<file path="config.mk">
export PLATFORM = sky130hd
export DESIGN_NAME = irqf_reg
export DESIGN_NICKNAME = d
export VERILOG_FILES = /design/src/rtl/irqf_pkg.sv /design/src/rtl/irqf_set_decode.sv /design/src/rtl/irqf_bit.sv /design/src/rtl/irqf_reg.sv
export SDC_FILE = /design/constraint.sdc
export NUM_CORES = 1
export LEC_CHECK = 0
export BUFFER_PORTS_ARGS = -buffer_cell sky130_fd_sc_hd__buf_2
export CORE_ASPECT_RATIO = 1.25
export CORE_MARGIN = 5
export CORE_UTILIZATION = 31
export DETAILED_ROUTE_END_ITERATION = 6
export GPL_TIMING_DRIVEN = 0
export PLACE_DENSITY = 0.77
export SLEW_MARGIN = 20
export SYNTH_ARGS = -nofsm -noshare
export SYNTH_HDL_FRONTEND = slang
export SYNTH_SLANG_ARGS = --single-unit
</file>
<file path="constraint.sdc">
create_clock -name clk_i -period 0.8 [get_ports clk_i]
set_clock_uncertainty 0.1 [all_clocks]
set_input_delay 0.04 -clock clk_i [delete_from_list [all_inputs] [get_ports clk_i]]
set_output_delay 0.04 -clock clk_i [all_outputs]
set_load 0.02 [all_outputs]
</file>
<file path="src/rtl/irqf_pkg.sv">
package irqf_pkg;
    localparam int FLAG_W = 8;
    typedef logic [FLAG_W-1:0] irqf_vec_t;

    // Bit positions are part of the software-visible layout.
    localparam int B_DT   = 7;
    localparam int B_ADC  = 6;
    localparam int B_RW   = 5;
    localparam int B_CAP  = 4;
    localparam int B_HI   = 3;
    localparam int B_LO   = 2;
    localparam int B_WRAP = 1;
    localparam int B_AEC  = 0;

    // Bits that software may only clear.
    localparam irqf_vec_t CLR_ONLY_MASK = irqf_vec_t'(~(FLAG_W'(1) << B_RW));
endpackage

</file>
<file path="src/rtl/irqf_set_decode.sv">
module irqf_set_decode
    import irqf_pkg::*;
(
    input  logic      sleep_req_i,
    input  logic      dt_en_i,
    input  logic      adc_done_i,
    input  logic      adc_busy_i,
    input  logic      cap_pin_sel_i,
    input  logic      cap_edge_i,
    input  logic      cas_mode_i,
    input  logic      hi_match_i,
    input  logic      lo_match_i,
    input  logic      wrap_up_i,
    input  logic      wrap_dn_i,
    input  logic      aec_ovf_i,
    output irqf_vec_t set_o
);
    always_comb begin
        set_o         = '0;
        set_o[B_DT]   = sleep_req_i & dt_en_i;
        set_o[B_ADC]  = adc_done_i & ~adc_busy_i;
        set_o[B_CAP]  = cap_edge_i & cap_pin_sel_i;
        set_o[B_HI]   = cas_mode_i ? (hi_match_i & lo_match_i) : hi_match_i;
        set_o[B_LO]   = lo_match_i & ~cas_mode_i;
        set_o[B_WRAP] = wrap_up_i | wrap_dn_i;
        set_o[B_AEC]  = aec_ovf_i;
    end
endmodule

</file>
<file path="src/rtl/irqf_bit.sv">
module irqf_bit #(
    parameter bit CLEAR_ONLY = 1'b1
) (
    input  logic clk_i,
    input  logic rst_ni,
    input  logic set_i,
    input  logic wr_i,
    input  logic wd_i,
    output logic q_o
);
    typedef enum logic {IDLE = 1'b0, PEND = 1'b1} cell_e;
    cell_e state_q, state_d;

    always_comb begin
        logic wr_val;
        wr_val = CLEAR_ONLY ? (wd_i & (state_q == PEND)) : wd_i;
        unique case (state_q)
            IDLE:    state_d = (set_i || (wr_i && wr_val)) ? PEND : IDLE;
            PEND:    state_d = (set_i || !wr_i || wr_val) ? PEND : IDLE;
            default: state_d = IDLE;
        endcase
    end

    always_ff @(posedge clk_i or negedge rst_ni) begin
        if (!rst_ni) state_q <= IDLE;
        else         state_q <= state_d;
    end

    always_comb q_o = (state_q == PEND);
endmodule

</file>
<file path="src/rtl/irqf_reg.sv">
module irqf_reg
    import irqf_pkg::*;
#(
    parameter int                ADDR_W   = 8,
    parameter logic [ADDR_W-1:0] REG_ADDR = ADDR_W'('hF7)
) (
    input  logic              clk_i,
    input  logic              rst_ni,
    input  logic [ADDR_W-1:0] addr_i,
    input  logic              rd_en_i,
    input  logic              wr_en_i,
    input  logic [7:0]        wdata_i,
    output logic [7:0]        rdata_o,
    input  logic              sleep_req_i,
    input  logic              dt_en_i,
    input  logic              adc_done_i,
    input  logic              adc_busy_i,
    input  logic              cap_pin_sel_i,
    input  logic              cap_edge_i,
    input  logic              cas_mode_i,
    input  logic              hi_match_i,
    input  logic              lo_match_i,
    input  logic              wrap_up_i,
    input  logic              wrap_dn_i,
    input  logic              aec_ovf_i,
    output logic [7:0]        flags_o
);
    irqf_vec_t set_vec;
    logic      hit, wr_hit;

    always_comb begin
        hit    = (addr_i == REG_ADDR);
        wr_hit = wr_en_i & hit;
    end

    irqf_set_decode u_dec (
        .sleep_req_i  (sleep_req_i),
        .dt_en_i      (dt_en_i),
        .adc_done_i   (adc_done_i),
        .adc_busy_i   (adc_busy_i),
        .cap_pin_sel_i(cap_pin_sel_i),
        .cap_edge_i   (cap_edge_i),
        .cas_mode_i   (cas_mode_i),
        .hi_match_i   (hi_match_i),
        .lo_match_i   (lo_match_i),
        .wrap_up_i    (wrap_up_i),
        .wrap_dn_i    (wrap_dn_i),
        .aec_ovf_i    (aec_ovf_i),
        .set_o        (set_vec)
    );

    for (genvar i = 0; i < FLAG_W; i++) begin : g_bit
        irqf_bit #(.CLEAR_ONLY(CLR_ONLY_MASK[i])) u_bit (
            .clk_i (clk_i),
            .rst_ni(rst_ni),
            .set_i (set_vec[i]),
            .wr_i  (wr_hit),
            .wd_i  (wdata_i[i]),
            .q_o   (flags_o[i])
        );
    end

    always_comb rdata_o = (rd_en_i && hit) ? flags_o : '0;
endmodule

</file>
==> Yosys cells after proc, flatten, opt, wreduce, memory -nomap -nowiden <==
Cells that the tools add are included.
{ "totals": {"word_cells": 91, "in_bits": 32, "register_bits": 8} }
{ "op_classes": {"n_reduce_logical": 32, "n_eq_ne": 1, "n_bitwise": 24, "n_mux": 26} }
{ "op_table": {"columns": ["op", "n"], "rows": [
  ["1-bit logical OR", 22],
  ["1-bit two-way mux", 17],
  ["1-bit case mux with 2 select lines", 8],
  ["1-bit AND", 13],
  ["1-bit inverter", 10],
  ["1-bit logical AND", 9],
  ["8-bit == test (second input constant)", 1],
  ["8-bit two-way mux", 1],
  ["1-bit logical NOT", 1],
  ["1-bit bitwise OR", 1]
]} }

==> Depth between registers and ports, before layout <==
Gate-level depths: netlist of the first run.
{ "logic_depth": {"depth_word": 7, "depth_mapped": 3} }

==> By module <==
Synthesis of the first run repeated with hierarchy kept, for this count alone.
{ "hier_totals": {"cells_unflattened": 55, "area_unflattened_um2": 499.2} }
{ "modules_own_cells": {"columns": ["mod", "seq_area_each_um2", "cells_each", "instances", "area_each_um2"], "rows": [
  ["irqf_bit (g_bit[0].u_bit ...)", 25.0, 3, 7, 38.8],
  ["irqf_reg", 0.0, 21, 1, 128.9],
  ["irqf_set_decode", 0.0, 10, 1, 58.8],
  ["irqf_bit (g_bit[5].u_bit)", 25.0, 3, 1, 40.0]
]} }

==> Worst setup path before layout of the first run <==
OpenSTA, ideal clock, no wires.
{ "synth_timing": {"path_kind": "input -> register", "startpoint": "input port addr_i[1]", "endpoint": "register (tool-made name)", "path_slack_ps": -186, "arrival_time_ps": 761, "path_stages": 3, "path_buffers": 0, "cell_sequence": "nand4_2 > nor3_4 > mux2_4"} }
{ "synth_rtl": {"columns": ["item", "line", "source"], "rows": [
  ["start, declared", "irqf_reg.sv:9", "input logic [ADDR_W-1:0] addr_i,"]
]} }

==> Worst setup path in the final report of the first run <==
{ "layout_timing": {"startpoint": "register g_bit[6].u_bit.state_q", "endpoint": "output port rdata_o[6]"} }
{ "layout_via": {"elab_chain_cells": 1} }
{ "layout_rtl": {"columns": ["item", "line", "source"], "rows": [
  ["start, declared", "irqf_bit.sv:12", "cell_e state_q, state_d;"],
  ["start signal, assigned", "irqf_bit.sv:26", "else state_q <= state_d;"],
  ["8-bit two-way mux", "irqf_reg.sv:63", "always_comb rdata_o = (rd_en_i && hit) ? flags_o : '0;"],
  ["end, declared", "irqf_reg.sv:13", "output logic [7:0] rdata_o,"]
]} }
Every way passes these cells.

==> run summary, run 1 <==
WL/cell: 14.0 um
Post-Syn Instances: 54
RSZ-0062 raised after global routing: yes
die span in y: 55.2 um
first-pass GRT wire length: 2750 um
CP peak stage delay: 390 ps
Rows: 16
Crit Path Max Fanout: 3
Leak: 0.540 nW
final core occ: 0.684
initial antenna violation count: 0
Die Width: 46.2 um
post-synth net total: 86
clock-pin slew on the worst setup and hold paths: 60 ps
post-detail-place hpwl: 1190 um
nature of the critical path startpoint: flop
Worst Max-Slew Pin Slew: 216 ps
Synth top area share: 0.395
Distinct cells, synth: 15
Num CTS Buffers: 3
Ys Warns: 0
slew margin rel.: 0.856
syn avg cell area: 9.38 um2
routed wire length: 1850 um
largest buffer count on any clock path: 2
Slew Limit Fails: 0
hold depth: 2
core area: 1560 um2
VDD IR-drop max: 0.00103 V
IO buf count: 47
Antenna diodes: 0
Critical Path End Type: output port
Final Total Pwr: 0.882 mW
flops & latches, synth: 8
min-delay worst type: in2reg
failing checks: negative hold slack, negative setup slack
Max Clk Rate: 922 MHz
min setup slack post-route: -285 ps
root buf cell: clkbuf_4
Crit path required time: 660 ps
CP max-delay cell: dfrtp_1
R2R depth: 2
vias post-DR: 631
endpoints failing setup: 24
status: complete, but fails checks
worst setup path category: reg2out
H-tree levels: 1
Layout Nets: 148
Clk Latency, worst-skew pair: 240 ps
Yosys top cell by area: dfrtp_1
share of the yosys chip area belonging to registers: 0.395
total gr overflow: 0
drt drc: 0
Tcrit/Tclk final: 1.36
share of cells above drive strength 1: 0.763
Layout Area Growth over Synthesis: 111%
CTS tree: built
Final Critical Period: 1080 ps
Final ANT Viol Nets: 0
Hold Worst Slack: -77.8 ps
Starting DRT DRC Count: 6
Initial Util: 0.325
main area contributors after synthesis: dfrtp_1, buf_4, and3_1, a21oi_1, nand4b_4
max_cap viols: 0
CP arrival: 940 ps
clock sinks: 8
Power Density: 826 nW/um2
fill count: 133
length of the first detailed-routing pass in iterations: 4
IO Count: 48
die area: 2550 um2
GRT Total Usage: 0.152
largest net degree at the start of global routing: 9
vias in the first global route: 697
routability cong.: 0.750
area of the mapped netlist: 507 um2
critical-path cell list: and3_4 -> buf_6
Fin. Hold Viols: 7
hold buffers post-CTS: 1
via/cell ratio: 4.78
-- stage by stage --
stage	instance area, um2	instances	hold slack, ps	setup WS, ps	TNS (ps)
detailed placement	774	119	-208	-400	-5000
floorplan	517	54	-356	-186	-570
global route	1070	132	-77.5	-321	-5800
CTS	1030	130	-81.1	-268	-4700
finish	1070	132	-77.8	-285	-5040
global placement	774	119	-210	-406	-4820
-- what timing repair did --
action                                  in CTS  in global routing
buffers inserted                             7                  2
hold endpoints to repair                    16                  7
gates resized for setup                     54                  5
pin swaps                                    1                  1
endpoints found under the setup margin      22                 24
-- Yosys cell counts, drive strengths merged --
cell type / n
a21oi: 7
a22oi: 2
and3: 8
buf: 8
dfrtp: 8
inv: 5
mux2: 1
nand2b: 1
nand4: 1
nand4b: 1
nor2: 3
nor2b: 2
nor3: 3
o21ai: 4
-- critical path: cells and delay by family, from the launching register on --
family	cells	cell delay, ps
and+or+nand+nor	1	210
buffers and inverters	1	110
DFF	1	390
-- routing by layer --
| layer | GRT usage | vias to the layer above | share of wire |
|---|---|---|---|
| met5 | 0 | - | 0 |
| met4 | 0.0894 | 0 | 0.036 |
| met3 | 0.0292 | 6 | 0.058 |
| met2 | 0.299 | 29 | 0.60 |
| met1 | 0.120 | 292 | 0.30 |
| li1 | - | 304 | - |
-- kinds of logic (layout without fill, tap and decap cells) --
group           count (synthesis)  count (layout)  share of synthesized area
buf+inv                        13              73                      0.156
flops                           8               8                      0.395
mux                             1               1                     0.0296
compound gates                 13              13                      0.138
simple gates                   19              19                      0.281
-- worst paths after layout --
kind	start	endpoint	slack [ps]
setup / recovery	g_bit[6].u_bit.q_o	rdata_o[6]	-280
hold / removal	wdata_i[5]	flop	-80
setup reg to reg	flop	flop	-210
min in group asynchronous	rst_ni	async pin	70
hold reg to reg	g_bit[1].u_bit.q_o	g_bit[1].u_bit.q_o	510
max in group asynchronous	rst_ni	g_bit[2].u_bit.q_o	360
-- layout make-up --
cell class / instances / area, um2 / share of cell area
repair buffers: 57 / 417 / 0.390
well taps: 18 / 22.5 / 0.0211
flip-flops and latches: 8 / 200 / 0.187
plain buffers: 8 / 75.1 / 0.0703
multi-input cells: 33 / 313 / 0.293
inverters: 5 / 18.8 / 0.0176
clock buffers: 3 / 22.5 / 0.0211
-- placed cells by master, fill, tap and decap left out, drive strengths merged --
master and count:
nor2 3, dfrtp 8, dlygate4sd3 1, nor3 3, inv 5, mux2 1
nand4b 1, clkbuf 3, o21ai 4, nand2b 1, a21oi 7, nand4 1
nor2b 2, a22oi 2, and3 8, buf 64
-- power by group --
part | internal, mW | switching (mW) | total [mW]
Combinational | 0.0981 | 0.0806 | 0.179
Clock | 0.171 | 0.122 | 0.293
Sequential | 0.408 | 0.00272 | 0.411
Power figures use the tool's default switching activity.
==> inputs of run 2 (changes only) <==
--- a/config.mk
+++ b/config.mk
@@ -6,12 +6,15 @@
 export NUM_CORES = 1
 export LEC_CHECK = 0
 export BUFFER_PORTS_ARGS = -buffer_cell sky130_fd_sc_hd__buf_2
+export CELL_PAD_IN_SITES_DETAIL_PLACEMENT = 1
+export CELL_PAD_IN_SITES_GLOBAL_PLACEMENT = 1
 export CORE_ASPECT_RATIO = 1.25
 export CORE_MARGIN = 5
-export CORE_UTILIZATION = 31
+export CORE_UTILIZATION = 22
+export CTS_BUF_LIST = sky130_fd_sc_hd__clkbuf_8
 export DETAILED_ROUTE_END_ITERATION = 6
 export GPL_TIMING_DRIVEN = 0
-export PLACE_DENSITY = 0.77
+export PLACE_DENSITY = 0.81
 export SLEW_MARGIN = 20
 export SYNTH_ARGS = -nofsm -noshare
 export SYNTH_HDL_FRONTEND = slang
==> run summary, run 2 (same netlist as run 1, synthesis figures left out) <==
post-route design area: 1150 um2
max_cap viols: 0
GRT Total Usage: 0.126
worst setup path category: reg2out
largest buffer count on any clock path: 2
total gr overflow: 0
slew margin rel.: 0.842
via/cell ratio: 4.42
Final Total Pwr: 1.07 mW
final core occ: 0.520
hold buffers post-CTS: 1
Final Critical Period: 1070 ps
Crit Path Max Fanout: 4
initial antenna violation count: 0
vias post-DR: 646
drt drc: 0
CTS tree: built
Tcrit/Tclk final: 1.34
Hold Worst Slack: -53.2 ps
clock-pin slew on the worst setup and hold paths: 40 ps
Layout Area Growth over Synthesis: 127%
Clk Latency, worst-skew pair: 220 ps
Starting DRT DRC Count: 1
Max Clk Rate: 936 MHz
Placed Cells: 132
Final Non-Filler Cells: 146
R2R depth: 4
share of cells above drive strength 1: 0.765
worst path buffer plus inverter count: 1
routability cong.: 0.605
IO Count: 48
WL/cell: 14.8 um
vias in the first global route: 732
most frequent cells in the layout: buf_2, buf_6, and3_4, dfrtp_1, buf_4
Antenna diodes: 0
failing checks: negative hold slack, negative setup slack
largest net degree at the start of global routing: 9
worst reg2reg endpoint: g_bit[6].u_bit.q_o
core area: 2210 um2
RSZ-0062 raised after global routing: yes
Final ANT Viol Nets: 0
endpoints failing setup: 24
min-delay worst type: in2reg
worst r2r src: g_bit[6].u_bit.q_o
post-placement cell area: 791 um2
Worst Max-Slew Pin Slew: 236 ps
nature of the critical path startpoint: flop
Layout Nets: 149
routed wire length: 2170 um
root buf cell: clkbuf_8
IO buf count: 47
Rows: 19
die area: 3370 um2
H-tree levels: 1
Setup TNS: -4730 ps
flop-to-flop setup slack: -220 ps
first-pass GRT wire length: 3060 um
Power Density: 935 nW/um2
Num CTS Buffers: 3
Crit path required time: 660 ps
Die Width: 52.9 um
Worst Hold Endpoint: g_bit[2].u_bit.q_o
die span in y: 63.7 um
min setup slack post-route: -269 ps
Fin. Hold Viols: 6
commonest non-fill, non-tap cell in the layout: buf_2
Initial Util: 0.229
fill count: 267
Leak: 0.566 nW
length of the first detailed-routing pass in iterations: 2
CP arrival: 930 ps
Critical Path End Type: output port
Slew Limit Fails: 0
critical-path cell list: and3_4 -> buf_6
clock sinks: 8
DP Worst Slack: -474 ps
VDD IR-drop max: 0.000609 V
CP peak stage delay: 400 ps
crit-path leading delay family: flip-flops
CP max-delay cell: dfrtp_1
hold depth: 3
hold path start: wdata_i[2]
status: complete, but fails checks
[run 2: changes by cell type in the layout (fill, tap and decap cells not counted)]
| cell | previous run | this run |
|---|---|---|
| a21oi_1 | 4 | 3 |
| a21oi_4 | 0 | 1 |
| a22oi_1 | 0 | 1 |
| a22oi_2 | 2 | 1 |
| buf_2 | 31 | 30 |
| buf_4 | 12 | 8 |
| buf_6 | 21 | 27 |
| clkbuf_4 | 3 | 0 |
| clkbuf_8 | 0 | 3 |
| nor3_2 | 1 | 0 |
| nor3_4 | 1 | 2 |
[run 2: area by class of cell]
type,instances,area (um2),share of cell area
inverter,5,18.8,0.0163
buffer,8,82.6,0.0719
multi-input combinational,33,325,0.283
timing repair buffer,58,442,0.385
tap,31,38.8,0.0338
clock buffer,3,41.3,0.0359
sequential,8,200,0.174
[run 2: routing by layer]
metal / GRT usage / part of all wire / vias to the layer above
met2: 0.259 / 0.60 / 29
met1: 0.104 / 0.32 / 314
met4: 0.0383 / 0 / 0
li1: - / - / 303
met3: 0.0401 / 0.072 / 0
met5: 0 / 0 / -
[run 2: timing repair]
item	in CTS	in global routing
setup buffers	6	4
setup endpoints to repair	23	24
hold endpoints to repair	14	6
pin swaps	2	1
gates resized for setup	54	13
[run 2: where the power goes]
part / switching [mW] / total (mW) / internal, mW
Clock: 0.153 / 0.479 / 0.326
Sequential: 0.00268 / 0.412 / 0.409
Combinational: 0.0855 / 0.183 / 0.0977
[run 2: tightest hold or removal path, cell delays in order]
cell and delay, ps:
buf_2 80, a21oi_2 50, o21ai_1 60
[run 2: worst max-delay path by stage]
stage,to,startpoint,slack (ps),cells past startpoint
floorplan,flop,addr_i[1],-190,3
global placement,rdata_o[2],addr_i[3],-430,5
detailed placement,rdata_o[7],addr_i[3],-470,5
CTS,rdata_o[7],g_bit[7].u_bit.q_o,-250,2
global route,rdata_o[7],g_bit[7].u_bit.q_o,-310,2
finish,rdata_o[7],g_bit[7].u_bit.q_o,-270,2
